--- config.mk ---
export PLATFORM = sky130hd
export DESIGN_NAME = sar_conv_seq
export DESIGN_NICKNAME = d
export VERILOG_FILES = /design/src/rtl/sar_seq_pkg.sv /design/src/rtl/sar_trig_sel.sv /design/src/rtl/sar_bit_clk.sv /design/src/rtl/sar_search.sv /design/src/rtl/sar_fmt.sv /design/src/rtl/sar_conv_seq.sv
export SDC_FILE = /design/constraint.sdc
export NUM_CORES = 1
export LEC_CHECK = 0
export BUFFER_PORTS_ARGS = -buffer_cell sky130_fd_sc_hd__buf_4
export CAP_MARGIN = 20
export CELL_PAD_IN_SITES_DETAIL_PLACEMENT = 2
export CELL_PAD_IN_SITES_GLOBAL_PLACEMENT = 2
export CORE_MARGIN = 2
export CORE_UTILIZATION = 32
export CTS_CLUSTER_DIAMETER = 40
export CTS_CLUSTER_SIZE = 20
export DETAILED_ROUTE_END_ITERATION = 8
export PLACE_DENSITY_LB_ADDON = 0.1
export REMOVE_ABC_BUFFERS = 1
export SYNTH_ARGS = -nofsm -noshare
export SYNTH_HDL_FRONTEND = slang
export SYNTH_SLANG_ARGS = --single-unit
--- constraint.sdc ---
create_clock -name clk -period 2.19 [get_ports clk]
set_clock_uncertainty 0.2 [all_clocks]
set_input_delay 0.1095 -clock clk [delete_from_list [all_inputs] [get_ports clk]]
set_output_delay 0.1095 -clock clk [all_outputs]
set_load 0.02 [all_outputs]
--- src/rtl/sar_seq_pkg.sv ---
package sar_seq_pkg;
   typedef enum logic [1:0] {
      SRC_SOFT  = 2'd0,
      SRC_TMR2  = 2'd1,
      SRC_TMR3  = 2'd2,
      SRC_EXTPIN = 2'd3
   } start_src_e;
endpackage

--- src/rtl/sar_trig_sel.sv ---
module sar_trig_sel
   import sar_seq_pkg::*;
#(
   parameter int SYNC_STAGES = 2
) (
   input  logic       clk,
   input  logic       rst_n,
   input  logic [1:0] sel,
   input  logic       soft_pulse,
   input  logic       t2_pulse,
   input  logic       t3_pulse,
   input  logic       pin_async,
   output logic       trig
);
   logic [SYNC_STAGES-1:0] sync_q;
   logic                   pin_prev;
   logic                   pin_rise;

   always_ff @(posedge clk or negedge rst_n) begin
      if (!rst_n) begin
         sync_q   <= '0;
         pin_prev <= 1'b0;
      end else begin
         sync_q   <= {sync_q[SYNC_STAGES-2:0], pin_async};
         pin_prev <= sync_q[SYNC_STAGES-1];
      end
   end

   assign pin_rise = sync_q[SYNC_STAGES-1] & ~pin_prev;

   always_comb begin
      unique case (start_src_e'(sel))
         SRC_SOFT:   trig = soft_pulse;
         SRC_TMR2:   trig = t2_pulse;
         SRC_TMR3:   trig = t3_pulse;
         SRC_EXTPIN: trig = pin_rise;
         default:    trig = 1'b0;
      endcase
   end
endmodule

--- src/rtl/sar_bit_clk.sv ---
module sar_bit_clk #(
   parameter int DIV_W = 5
) (
   input  logic             clk,
   input  logic             rst_n,
   input  logic             run,
   input  logic [DIV_W-1:0] div,
   output logic             tick
);
   logic [DIV_W-1:0] cnt_q;

   assign tick = run && (cnt_q >= div);

   always_ff @(posedge clk or negedge rst_n) begin
      if (!rst_n)             cnt_q <= '0;
      else if (!run || tick)  cnt_q <= '0;
      else                    cnt_q <= cnt_q + 1'b1;
   end
endmodule

--- src/rtl/sar_search.sv ---
module sar_search #(
   parameter int RES_W = 12
) (
   input  logic             clk,
   input  logic             rst_n,
   input  logic             start,
   input  logic             tick,
   input  logic             cmp_ge,
   output logic [RES_W-1:0] trial,
   output logic             busy,
   output logic             done,
   output logic [RES_W-1:0] final_code
);
   localparam logic [RES_W-1:0] MSB_ONEHOT = {1'b1, {(RES_W-1){1'b0}}};

   logic [RES_W-1:0] code_q;
   logic [RES_W-1:0] mask_q;
   logic             busy_q;
   logic [RES_W-1:0] decided;

   assign decided    = cmp_ge ? code_q : (code_q & ~mask_q);
   assign done       = busy_q && tick && mask_q[0];
   assign final_code = decided;
   assign trial      = code_q;
   assign busy       = busy_q;

   always_ff @(posedge clk or negedge rst_n) begin
      if (!rst_n) begin
         code_q <= '0;
         mask_q <= '0;
         busy_q <= 1'b0;
      end else if (start && !busy_q) begin
         code_q <= MSB_ONEHOT;
         mask_q <= MSB_ONEHOT;
         busy_q <= 1'b1;
      end else if (busy_q && tick) begin
         if (mask_q[0]) begin
            code_q <= decided;
            mask_q <= '0;
            busy_q <= 1'b0;
         end else begin
            code_q <= decided | (mask_q >> 1);
            mask_q <= mask_q >> 1;
         end
      end
   end
endmodule

--- src/rtl/sar_fmt.sv ---
module sar_fmt #(
   parameter int RES_W  = 12,
   parameter int WORD_W = 16
) (
   input  logic [RES_W-1:0]  code,
   input  logic              left_just,
   input  logic              diff_mode,
   output logic [WORD_W-1:0] word
);
   localparam int PAD = WORD_W - RES_W;

   logic [RES_W-1:0] res;
   assign res = diff_mode ? (code ^ {1'b1, {(RES_W-1){1'b0}}}) : code;

   generate
      if (PAD == 0) begin : g_nopad
         assign word = res;
      end else begin : g_pad
         logic ext_bit;
         assign ext_bit = diff_mode & res[RES_W-1];
         assign word = left_just ? {res, {PAD{1'b0}}}
                                 : {{PAD{ext_bit}}, res};
      end
   endgenerate
endmodule

--- src/rtl/sar_conv_seq.sv ---
module sar_conv_seq #(
   parameter int RES_W  = 12,
   parameter int WORD_W = 16,
   parameter int DIV_W  = 5,
   parameter int SYNC_STAGES = 2
) (
   input  logic              clk,
   input  logic              rst_n,
   input  logic              en,
   input  logic [1:0]        trig_sel,
   input  logic              sw_start,
   input  logic              tmr2_ovf,
   input  logic              tmr3_ovf,
   input  logic              ext_start,
   input  logic [DIV_W-1:0]  clk_div,
   input  logic              left_just,
   input  logic              diff_mode,
   input  logic              irq_en,
   input  logic              eoc_clr,
   input  logic              cmp_ge,
   output logic [RES_W-1:0]  dac_code,
   output logic              busy,
   output logic              eoc_flag,
   output logic              irq,
   output logic [WORD_W-1:0] data_word
);
   generate
      if (WORD_W < RES_W) begin : g_bad_width
         $error("sar_conv_seq: WORD_W must be at least RES_W");
      end
      if (SYNC_STAGES < 2) begin : g_bad_sync
         $error("sar_conv_seq: SYNC_STAGES must be at least 2");
      end
      if (RES_W < 2) begin : g_bad_res
         $error("sar_conv_seq: RES_W must be at least 2");
      end
   endgenerate

   logic             trig;
   logic             tick;
   logic             done;
   logic [RES_W-1:0] final_code;
   logic [WORD_W-1:0] fmt_word;
   logic             eoc_q;
   logic [WORD_W-1:0] data_q;

   sar_trig_sel #(.SYNC_STAGES(SYNC_STAGES)) u_trig (
      .clk(clk), .rst_n(rst_n), .sel(trig_sel),
      .soft_pulse(sw_start), .t2_pulse(tmr2_ovf), .t3_pulse(tmr3_ovf),
      .pin_async(ext_start), .trig(trig)
   );

   sar_bit_clk #(.DIV_W(DIV_W)) u_div (
      .clk(clk), .rst_n(rst_n), .run(busy), .div(clk_div), .tick(tick)
   );

   sar_search #(.RES_W(RES_W)) u_search (
      .clk(clk), .rst_n(rst_n), .start(trig & en), .tick(tick),
      .cmp_ge(cmp_ge), .trial(dac_code), .busy(busy), .done(done),
      .final_code(final_code)
   );

   sar_fmt #(.RES_W(RES_W), .WORD_W(WORD_W)) u_fmt (
      .code(final_code), .left_just(left_just), .diff_mode(diff_mode),
      .word(fmt_word)
   );

   always_ff @(posedge clk or negedge rst_n) begin
      if (!rst_n) begin
         eoc_q  <= 1'b0;
         data_q <= '0;
      end else begin
         if (done) begin
            eoc_q  <= 1'b1;
            data_q <= fmt_word;
         end else if (eoc_clr) begin
            eoc_q  <= 1'b0;
         end
      end
   end

   assign eoc_flag  = eoc_q;
   assign irq       = eoc_q & irq_en;
   assign data_word = data_q;
endmodule

# --- After elaboration in Yosys (flattened, before gate mapping) ---
# Index checks and enable logic that the tools add are counted.
word_totals:
  regBits: 50
  in_bits: 19
  output_inout_bits: 31
  elab_cells: 49
op_classes:
  n_addsub: 1
  n_lt_le_gt_ge: 1
  n_eq_ne: 3
  n_mux: 16
  bitwise_logic: 9
  reduce_logical: 11
ops:
  columns: ["operator", "count"]
  rows:
  - ["12-bit two-way mux", 7]
  - ["16-bit two-way mux", 1]
  - ["12-bit AND", 1]
  - ["12-bit NOT", 1]
  - ["12-bit by 11-bit bitwise OR with 12-bit output", 1]
  - ["11-bit two-way mux", 1]
  - ["2-bit nonzero test", 3]
  - ["5-bit by 1-bit adder with 5-bit output, second input constant", 1]
  - ["5-bit greater-or-equal comparator", 1]
  - ["1-bit two-way mux", 5]
  - ["5-bit two-way mux", 1]
  - ["1-bit AND", 4]
  - ["2-bit equality test, second input constant", 2]
  - ["1-bit logical AND", 4]
  - ["1-bit case mux with 4 select lines", 1]
  - ["2-bit by 1-bit equality test with 1-bit output, second input constant", 1]
  - ["2-bit zero test", 1]
  - ["1-bit NOT", 2]
  - ["2-bit AND reduction", 1]
  - ["1-bit zero test", 1]
  - ["1-bit logical OR", 1]

# --- Longest topological paths before layout ---
# Gate-level depths: netlist (run 1).
logic_depth:
  word_depth: 7
  depth_mapped: 8
  mapped_depth_nobuf: 7

# --- Hierarchy ---
# From an unflattened synthesis (run 1), not the netlist that was laid out.
hier_totals:
  cells_unflattened: 203
  hier_area_um2: 2509.9
by_module_without_submodules:
  columns: ["module", "n_inst", "cells_per_inst", "area_per_inst_um2", "seq_area_each_um2"]
  rows:
  - ["sar_search", 1, 98, 1151.1, 625.6]
  - ["sar_conv_seq", 1, 39, 695.7, 425.4]
  - ["sar_bit_clk", 1, 35, 334.1, 125.1]
  - ["sar_fmt", 1, 26, 225.2, 0.0]
  - ["sar_trig_sel", 1, 5, 103.8, 75.1]

# --- Worst setup path after synthesis (run 1) ---
# Ideal clock, no wire load.
synth_timing:
  path_kind: "register -> register"
  startpoint: "register u_div.cnt_q[2]"
  endpoint: "register data_q[10], in the netlist data_word[10]"
  setup_time_ns: 0.125
  arrival_time_ns: 1.755
  required_ns: 1.865
  setup_slack_ns: 0.110
  stages_incl_launch_ff: 7
  n_path_buf: 1
  synth_period_minus_slack_ns: 2.080
  path_cell_list: "dfrtp_1 ha_1 a21oi_2 o22ai_2 o211ai_4 buf_8 mux2_4"
synth_between:
  elab_chain_len: 4
synth_rtl:
  columns: ["item", "line", "rtl"]
  rows:
  - ["start, declared", "sar_bit_clk.sv:10", "logic [DIV_W-1:0] cnt_q;"]
  - ["start signal, assigned", "sar_bit_clk.sv:17", "else cnt_q <= cnt_q + 1'b1;"]
  - ["5-bit greater-or-equal comparator", "sar_bit_clk.sv:12", "assign tick = run && (cnt_q >= div);"]
  - ["1-bit logical AND", "sar_bit_clk.sv:12", null]
  - ["1-bit logical AND (2 in series)", "sar_search.sv:22", "assign done = busy_q && tick && mask_q[0];"]
  - ["end signal, assigned", "sar_conv_seq.sv:75", "data_q <= fmt_word;"]
  - ["end, declared", "sar_conv_seq.sv:45", "logic [WORD_W-1:0] data_q;"]
# Every way passes these cells.
# A chain may end at the register's enable or synchronous reset.

# --- Worst setup path in the final report (run 1) ---
layout_timing:
  startpoint: "register u_div.cnt_q[4]"
  endpoint: "register data_q[5], in the netlist data_word[5]"
# The elaborated chain is that of the path after synthesis.

==> impl_metrics.prom, run 1 <==
# TYPE chip_impl_metric gauge
chip_impl_info{name="run_status",value="finished, final reports clean"} 1
chip_impl_metric{name="boundaryPins",unit=""} 50
chip_impl_metric{name="initial_antenna_violation_count",unit=""} 0
chip_impl_metric{name="critPathMaxFanout",unit=""} 16
chip_impl_metric{name="cp.required",unit="ns"} 2.19
chip_impl_metric{name="finalWeightedCongestion",unit=""} 0.7754
chip_impl_metric{name="tns",unit="ns"} 0
chip_impl_metric{name="cts.sinks",unit=""} 50
chip_impl_metric{name="design.core.area",unit="sq um"} 8093
chip_impl_metric{name="cp_data_arrival_time",unit="ns"} 2.08
chip_impl_metric{name="die-area",unit="sq um"} 8956
chip_impl_metric{name="antenna_violating_nets_post_route",unit=""} 0
chip_impl_metric{name="finalSetupViolations",unit=""} 0
chip_impl_metric{name="synthAdderAreaFrac",unit=""} 0.03332
chip_impl_metric{name="timing_max_transition_violations_final",unit=""} 0
chip_impl_info{name="crit_path_start_kind",value="flop"} 1
chip_impl_metric{name="critPathBufInv",unit=""} 1
chip_impl_metric{name="synth_compound_gate_area_share",unit=""} 0.1785
chip_impl_metric{name="cellInternalPower",unit="W"} 0.002328
chip_impl_metric{name="synth_simple_gate_area_share",unit=""} 0.06330
chip_impl_metric{name="fp.dieH",unit="microns"} 94.64
chip_impl_metric{name="diodes",unit=""} 0
chip_impl_metric{name="grt.met3_usage",unit=""} 0.03033
chip_impl_info{name="crit_path_cell_trace",value="ha_1, a21o_2, o211ai_4, buf_12, mux2_2"} 1
chip_impl_metric{name="grt_max_degree",unit=""} 51
chip_impl_metric{name="period_share",unit=""} 0.9519
chip_impl_metric{name="final_net_count",unit=""} 338
chip_impl_metric{name="drive_gt1_frac",unit=""} 0.3131
chip_impl_metric{name="detailedPlace.worstSlack",unit="ns"} 0.03991
chip_impl_metric{name="detail_route.wl_per_cell",unit="microns"} 17.25
chip_impl_metric{name="final_critical_path_setup_slack",unit="ns"} 0.1052
chip_impl_metric{name="ir_worst_vdd",unit="V"} 0.0005022
chip_impl_info{name="yosys.area.top_type",value="sky130_fd_sc_hd__dfrtp_1"} 1
chip_impl_metric{name="timing.slew.headroom",unit=""} 0.5529
chip_impl_info{name="mostFrequentLayoutCells",value="sky130_fd_sc_hd__buf_4, sky130_fd_sc_hd__dfrtp_1, sky130_fd_sc_hd__o21ai_0"} 1
chip_impl_info{name="synth_flop_cell",value="sky130_fd_sc_hd__dfrtp_1"} 1
chip_impl_metric{name="grt_overflow",unit=""} 0
chip_impl_metric{name="number_of_remaining_drc_errors",unit=""} 0
chip_impl_metric{name="dr.pass1.iters",unit=""} 4
chip_impl_metric{name="worstMarginPinSlew",unit="ns"} 0.6706
chip_impl_metric{name="rows",unit=""} 33
chip_impl_metric{name="layout.cells.non_filler",unit=""} 418
chip_impl_metric{name="power.density",unit="nW/um^2"} 1198
chip_impl_metric{name="synth.top_cell.area_share",unit=""} 0.4760
chip_impl_metric{name="grt_usage",unit=""} 0.1761
chip_impl_metric{name="cts_bufs_inserted",unit=""} 5
chip_impl_info{name="tritoncts_clock_tree",value="built"} 1
chip_impl_info{name="worst_hold_path_type",value="input port to flop"} 1
chip_impl_metric{name="ys_seq_elements",unit=""} 50
chip_impl_metric{name="port_buffers",unit=""} 49
chip_impl_metric{name="area_delta_synth_final",unit="%"} 26.23
chip_impl_info{name="ctsRootBufferMaster",value="sky130_fd_sc_hd__clkbuf_8"} 1
chip_impl_info{name="rsz0062_at_grt",value="false"} 1
chip_impl_metric{name="stage_delay_of_the_slowest_cell_on_the_critical_path",unit="ns"} 0.40
chip_impl_metric{name="via_count",unit=""} 2087
chip_impl_metric{name="initial_utilization",unit=""} 0.3248
chip_impl_metric{name="share_of_flip_flops_with_an_asynchronous_set_or_reset_after_synthesis",unit=""} 1.000
chip_impl_metric{name="syn_avg_cell_area",unit="sq um"} 10.56
chip_impl_metric{name="mappedNetlistArea",unit="sq um"} 2629
chip_impl_metric{name="seq_power_share",unit=""} 0.376
chip_impl_metric{name="cts-htree-levels",unit=""} 2
chip_impl_info{name="setup.worst_path.class",value="flop to flop"} 1
chip_impl_metric{name="yosys.cell_types.count",unit=""} 38
chip_impl_metric{name="grtUsageMet2",unit=""} 0.3121
chip_impl_metric{name="power.share.clock",unit=""} 0.143
chip_impl_metric{name="cts.clk_slew.worst_paths",unit="ns"} 0.10
chip_impl_info{name="setup.worst_path.end_class",value="flop"} 1
chip_impl_metric{name="vias_in_the_first_global_route",unit=""} 2306
chip_impl_metric{name="fmax",unit="MHz"} 479.7
chip_impl_metric{name="p_switching",unit="W"} 0.001648
chip_impl_metric{name="chipWidth",unit="microns"} 94.64
chip_impl_metric{name="postSynthCellCount",unit=""} 249
chip_impl_info{name="post_synth_main_area_contributors",value="sky130_fd_sc_hd__dfrtp_1, sky130_fd_sc_hd__mux2i_1, sky130_fd_sc_hd__o21ai_0"} 1
chip_impl_metric{name="yosys-mux-area-fraction",unit=""} 0.1609
chip_impl_metric{name="clkLatencyLatePin",unit="ns"} 0.31
chip_impl_metric{name="ys_seq_area_frac",unit=""} 0.4760
chip_impl_info{name="combinational_family_with_the_most_area_after_synthesis",value="compound AO/OA/AOI/OAI gates"} 1
chip_impl_metric{name="cts-root-to-sink-buffers",unit=""} 2
chip_impl_metric{name="synth_enable_flop_cells",unit=""} 0
chip_impl_metric{name="detail_route.vias_per_cell",unit=""} 4.993
chip_impl_info{name="cp_top_family",value="compound AO/OA/AOI/OAI gates"} 1
chip_impl_metric{name="cap_viol_max_count",unit=""} 0
chip_impl_metric{name="totalWireLength",unit="microns"} 7209
chip_impl_metric{name="met1_usage",unit=""} 0.2252
chip_impl_metric{name="fin_crit",unit="ns"} 2.085
chip_impl_metric{name="drt_first_iter_violations",unit=""} 51
chip_impl_metric{name="grt_first_pass_wirelength",unit="microns"} 12040
chip_impl_metric{name="place.detailed.hpwl",unit="microns"} 5224
chip_impl_info{name="critical_path_s_slowest_cell",value="sky130_fd_sc_hd__dfrtp_1"} 1
chip_impl_metric{name="ys_warn_count",unit=""} 0
chip_impl_metric{name="dp_cells",unit=""} 405
chip_impl_metric{name="comb_power_frac",unit=""} 0.481
chip_impl_metric{name="synthXorXnorAreaFrac",unit=""} 0.009995
chip_impl_info{name="grt-busiest-layer",value="met2"} 1
chip_impl_metric{name="leakage",unit="nW"} 1.696
chip_impl_info{name="layout.cells.most_common",value="sky130_fd_sc_hd__buf_4"} 1
chip_impl_metric{name="timing.final.hold_violations",unit=""} 0
chip_impl_metric{name="fraction_of_power_spent_switching_nets",unit=""} 0.4145
==> registers in the layout, indices dropped and copies added (netlist names) <==
| signal | cells |
|---|---|
| data_word | 16 |
| eoc_flag | 1 |
| u_div.cnt_q | 5 |
| u_search.busy | 1 |
| u_search.mask_q | 12 |
| u_search.trial | 12 |
| u_trig.pin_prev | 1 |
| u_trig.sync_q | 2 |
==> final cells by class <==
cell class,count,area [sq um]
Inverter,29,108.9
Tap cell,105,131.4
Clock inverter,3,18.77
Timing Repair Buffer,71,553.0
Clock buffer,5,68.82
Multi-Input combinational cell,155,1186
Fill cell,912,4775
Sequential cell,50,1251
==> cells in the mapped netlist, types with 2 or more instances <==
cell                        number
sky130_fd_sc_hd__a211o_1         2
sky130_fd_sc_hd__dfrtp_1        50
sky130_fd_sc_hd__a21boi_0        5
sky130_fd_sc_hd__o21ai_0        33
sky130_fd_sc_hd__nor2b_1         2
sky130_fd_sc_hd__a21o_1          2
sky130_fd_sc_hd__o2111ai_1       7
sky130_fd_sc_hd__mux2_2          8
sky130_fd_sc_hd__nand2b_1        2
sky130_fd_sc_hd__xor2_1          2
sky130_fd_sc_hd__a21boi_1        6
sky130_fd_sc_hd__ha_1            7
sky130_fd_sc_hd__a21oi_1         9
sky130_fd_sc_hd__nand3_1         5
sky130_fd_sc_hd__clkbuf_1        6
sky130_fd_sc_hd__nor2_1         11
sky130_fd_sc_hd__nand2_1        12
sky130_fd_sc_hd__buf_6           3
sky130_fd_sc_hd__buf_2           3
sky130_fd_sc_hd__inv_1          28
sky130_fd_sc_hd__clkbuf_2        2
sky130_fd_sc_hd__mux2i_1        25
sky130_fd_sc_hd__mux2_4          4
==> metrics by stage <==
stage	power [W]	hold WS, ns	area (sq um)	util
final	0.003977	0.05659	3318	0.4100
after floorplan	0.002547	-0.3861	2532	-
after global routing	0.004323	0.06715	3318	0.4100
after detailed placement	0.003454	-0.003471	3172	0.3919
after global placement	0.003398	-0.003922	3172	0.3919
after CTS	0.004041	0.05827	3289	0.4065
==> routing by layer <==
metal / routed length [microns] / vias to the layer above / share of wire
li1: - / 983 / -
met1: 3231 / 1073 / 0.45
met2: 3716 / 26 / 0.52
met3: 200 / 5 / 0.028
met4: 60 / 0 / 0.0083
met5: 0 / - / 0
==> worst reg2reg max path: cells and delay by family (launching register included) <==
kind / cells / cell delay [ns]
mux: 1 / 0.35
fa+ha+maj: 1 / 0.34
compound gates: 2 / 0.52
buf+inv: 1 / 0.18
flops: 1 / 0.40
==> worst paths after layout <==
check / startpoint / end / depth (start not counted) / slack, ns
max: u_div.cnt_q[4] / data_word[5] / 5 / 0.11
min: left_just / data_word[13] / 3 / 0.06
max reg2reg: u_div.cnt_q[4] / data_word[5] / 5 / 0.11
min reg2reg: u_trig.sync_q[0] / u_trig.sync_q[1] / 0 / 0.17
max in group asynchronous: rst_n / u_search.mask_q[0] / 2 / 1.16
min in group asynchronous: rst_n / u_trig.pin_prev / 2 / 0.17
==> cell families after synthesis <==
family                   Yosys count
adder cells (fa/ha/maj)            7
buffers and inverters             44
flip-flops                        50
XOR/XNOR                           3
AO/OA/AOI/OAI                     71
AND/OR/NAND/NOR                   36
multiplexers                      38
==> timing repair <==
item	in CTS	in global routing
buffers inserted	0	2
hold buffers	3	0
setup endpoints to repair	0	20
endpoints found under the hold margin	52	0
gates resized for setup	0	2
==> power by group through the flow <==
stage | Combinational (W) | Clock (W) | Sequential [W]
final | 0.00191 | 0.000569 | 0.00149
after global routing | 0.00214 | 0.000630 | 0.00155
after CTS | 0.00195 | 0.000594 | 0.00150
after detailed placement | 0.00194 | 0 | 0.00152
after global placement | 0.00189 | 0 | 0.00151
after floorplan | 0.000856 | 0 | 0.00169
(Power assumes the default switching activity.)
==> run 2: changes to the inputs <==
- BUFFER_PORTS_ARGS: -buffer_cell sky130_fd_sc_hd__buf_4 -> not set
- CORE_UTILIZATION: 32 -> 36
- DONT_BUFFER_PORTS: not set -> 1
==> impl_metrics.prom, run 2 (synthesis gave the netlist of run 1 again) <==
# TYPE chip_impl_metric gauge
chip_impl_metric{name="cts.clk_slew.worst_paths",unit="ns"} 0.10
chip_impl_metric{name="grt_max_degree",unit=""} 51
chip_impl_metric{name="port_buffers",unit=""} 0
chip_impl_info{name="layout.cells.most_common",value="sky130_fd_sc_hd__dfrtp_1"} 1
chip_impl_metric{name="stage_delay_of_the_slowest_cell_on_the_critical_path",unit="ns"} 0.41
chip_impl_metric{name="depth_of_the_worst_register_to_register_path",unit=""} 5
chip_impl_info{name="worst_r2r_endpoint",value="data_word[3]"} 1
chip_impl_metric{name="layout.cell_area.non_filler",unit="sq um"} 3008
chip_impl_metric{name="period_share",unit=""} 0.9681
chip_impl_metric{name="dp_cells",unit=""} 351
chip_impl_info{name="crit_path_cell_trace",value="ha_1, a21o_2, o211ai_4, buf_12, mux2_2"} 1
chip_impl_metric{name="timing.slew.headroom",unit=""} 0.4445
chip_impl_info{name="worst_hold_path_type",value="input port to flop"} 1
chip_impl_metric{name="grt_first_pass_wirelength",unit="microns"} 11550
chip_impl_metric{name="drt_first_iter_violations",unit=""} 92
chip_impl_metric{name="rows",unit=""} 31
chip_impl_metric{name="finalSetupViolations",unit=""} 0
chip_impl_metric{name="boundaryPins",unit=""} 50
chip_impl_metric{name="layout.filler_cells",unit=""} 779
chip_impl_info{name="crit_path_start_kind",value="flop"} 1
chip_impl_metric{name="timing_max_transition_violations_final",unit=""} 0
chip_impl_metric{name="cts_bufs_inserted",unit=""} 5
chip_impl_metric{name="chipWidth",unit="microns"} 89.45
chip_impl_metric{name="final-seq-area",unit="sq um"} 1251
chip_impl_metric{name="initial_antenna_violation_count",unit=""} 0
chip_impl_info{name="critical_path_s_slowest_cell",value="sky130_fd_sc_hd__dfrtp_1"} 1
chip_impl_metric{name="min_path_cells",unit=""} 4
chip_impl_metric{name="cts-root-to-sink-buffers",unit=""} 2
chip_impl_metric{name="via_count",unit=""} 1934
chip_impl_metric{name="antenna_violating_nets_post_route",unit=""} 0
chip_impl_metric{name="diodes",unit=""} 0
chip_impl_info{name="worstHoldEndpoint",value="data_word[15]"} 1
chip_impl_metric{name="timing.final.hold_violations",unit=""} 0
chip_impl_metric{name="r2r_slack",unit="ns"} 0.07
chip_impl_metric{name="dr.pass1.iters",unit=""} 4
chip_impl_metric{name="layout.cells.non_filler",unit=""} 366
chip_impl_metric{name="grt_usage",unit=""} 0.1938
chip_impl_metric{name="ir_worst_vdd",unit="V"} 0.0004529
chip_impl_metric{name="area_delta_synth_final",unit="%"} 14.42
chip_impl_metric{name="worstMarginPinSlew",unit="ns"} 0.8304
chip_impl_info{name="regToRegStartpoint",value="u_div.cnt_q[4]"} 1
chip_impl_metric{name="worst_hold_slack",unit="ns"} 0.002195
chip_impl_metric{name="detail_route.wl_per_cell",unit="microns"} 19.40
chip_impl_metric{name="fp.dieH",unit="microns"} 89.45
chip_impl_metric{name="critPathMaxFanout",unit=""} 18
chip_impl_metric{name="drive_gt1_frac",unit=""} 0.1835
chip_impl_metric{name="leakage",unit="nW"} 1.486
chip_impl_metric{name="fmax",unit="MHz"} 471.6
chip_impl_metric{name="final_net_count",unit=""} 292
chip_impl_metric{name="finalWeightedCongestion",unit=""} 0.7289
chip_impl_metric{name="tns",unit="ns"} 0
chip_impl_info{name="hold_path_startpoint",value="diff_mode"} 1
chip_impl_info{name="ctsRootBufferMaster",value="sky130_fd_sc_hd__clkbuf_8"} 1
chip_impl_metric{name="multiInputGateArea",unit="sq um"} 1176
chip_impl_metric{name="cp.required",unit="ns"} 2.19
chip_impl_metric{name="fin_crit",unit="ns"} 2.120
chip_impl_info{name="setup.worst_path.end_class",value="flop"} 1
chip_impl_metric{name="cp_data_arrival_time",unit="ns"} 2.12
chip_impl_info{name="setup.worst_path.class",value="flop to flop"} 1
chip_impl_metric{name="cts.sinks",unit=""} 50
chip_impl_metric{name="number_of_remaining_drc_errors",unit=""} 0
chip_impl_metric{name="largest_register_ff_count",unit=""} 16
chip_impl_metric{name="place.detailed.hpwl",unit="microns"} 4966
chip_impl_info{name="tritoncts_clock_tree",value="built"} 1
chip_impl_metric{name="placed_cell_area",unit="sq um"} 2804
chip_impl_metric{name="clkLatencyLatePin",unit="ns"} 0.30
chip_impl_info{name="mostFrequentLayoutCells",value="sky130_fd_sc_hd__dfrtp_1, sky130_fd_sc_hd__o21ai_0, sky130_fd_sc_hd__inv_1"} 1
chip_impl_metric{name="grt_overflow",unit=""} 0
chip_impl_metric{name="cap_viol_max_count",unit=""} 0
chip_impl_metric{name="design.core.area",unit="sq um"} 7176
chip_impl_metric{name="initial_utilization",unit=""} 0.3663
chip_impl_metric{name="totalWireLength",unit="microns"} 7100
chip_impl_metric{name="power.density",unit="nW/um^2"} 1262
chip_impl_info{name="run_status",value="finished, final reports clean"} 1
chip_impl_metric{name="cts-htree-levels",unit=""} 2
chip_impl_metric{name="detail_route.vias_per_cell",unit=""} 5.284
chip_impl_metric{name="vias_in_the_first_global_route",unit=""} 2160
chip_impl_info{name="rsz0062_at_grt",value="true"} 1
chip_impl_metric{name="postCtsSetupBuffers",unit=""} 0
chip_impl_metric{name="die-area",unit="sq um"} 8001
[run 2: changes by cell type in the layout (fill, tap and decap cells not counted), sizes merged]
cell | before | now
bufinv | 0 | 1
buf | 68 | 19
clkinv | 2 | 1
dlygate4sd3 | 3 | 6
[run 2: power by group]
part | switching (W) | leakage (nW) | total, W | internal [W]
Combinational | 0.000751 | 0.798 | 0.00137 | 0.000620
Clock | 0.000330 | 0.0585 | 0.000673 | 0.000343
Sequential | 0.000529 | 0.629 | 0.00175 | 0.00122
[run 2: final cells by class]
class,instances,share of cell area
multi-input cells,155,0.3910
inverters,29,0.03619
well taps,99,0.04118
clock buffers,5,0.02288
repair buffers,25,0.07820
clock inverters,3,0.01456
flip-flops and latches,50,0.4160
[run 2: worst max-delay path: cells and delay by family, from the launching register on]
family	cells	cell delay (ns)
compound gates	2	0.52
fa+ha+maj	1	0.34
buf+inv	1	0.19
flops	1	0.41
mux	1	0.34
[run 2: layer usage]
| metal | vias to the layer above | wire length, microns | track usage |
|---|---|---|---|
| met4 | 0 | 34 | 0.05427 |
| met3 | 2 | 325 | 0.04524 |
| met1 | 1004 | 3056 | 0.2445 |
| met2 | 39 | 3684 | 0.3320 |
| li1 | 889 | - | - |
| met5 | - | 0 | 0 |
[run 2: repair_timing]
item                                    in CTS  in global routing
hold buffers                                 7                  0
resized for setup                            0                  2
endpoints found under the setup margin       0                 15
hold endpoints to repair                    71                  0
[run 2: stage by stage]
stage,total power [W],worst slack [ns],util
global placement,0.003062,0.08181,0.3908
floorplan,0.002547,-0.08014,-
CTS,0.003872,0.03206,0.4187
global route,0.004121,-0.003366,0.4192
finish,0.003797,0.06976,0.4192
detailed placement,0.003119,0.04607,0.3908
[run 2: worst max path at each step]
stage                    from      endpoint  slack (ns)  cells past startpoint
3_5_place_dp   u_div.cnt_q[0]  data_word[5]        0.05                      7
4_1_cts        u_div.cnt_q[0]  data_word[5]        0.03                      7
5_1_grt        u_div.cnt_q[4]  data_word[3]      -0.003                      5
6_report       u_div.cnt_q[4]  data_word[3]        0.07                      5
2_1_floorplan  u_div.cnt_q[2]  data_word[0]       -0.08                      5
3_3_place_gp   u_div.cnt_q[0]  data_word[7]        0.08                      7
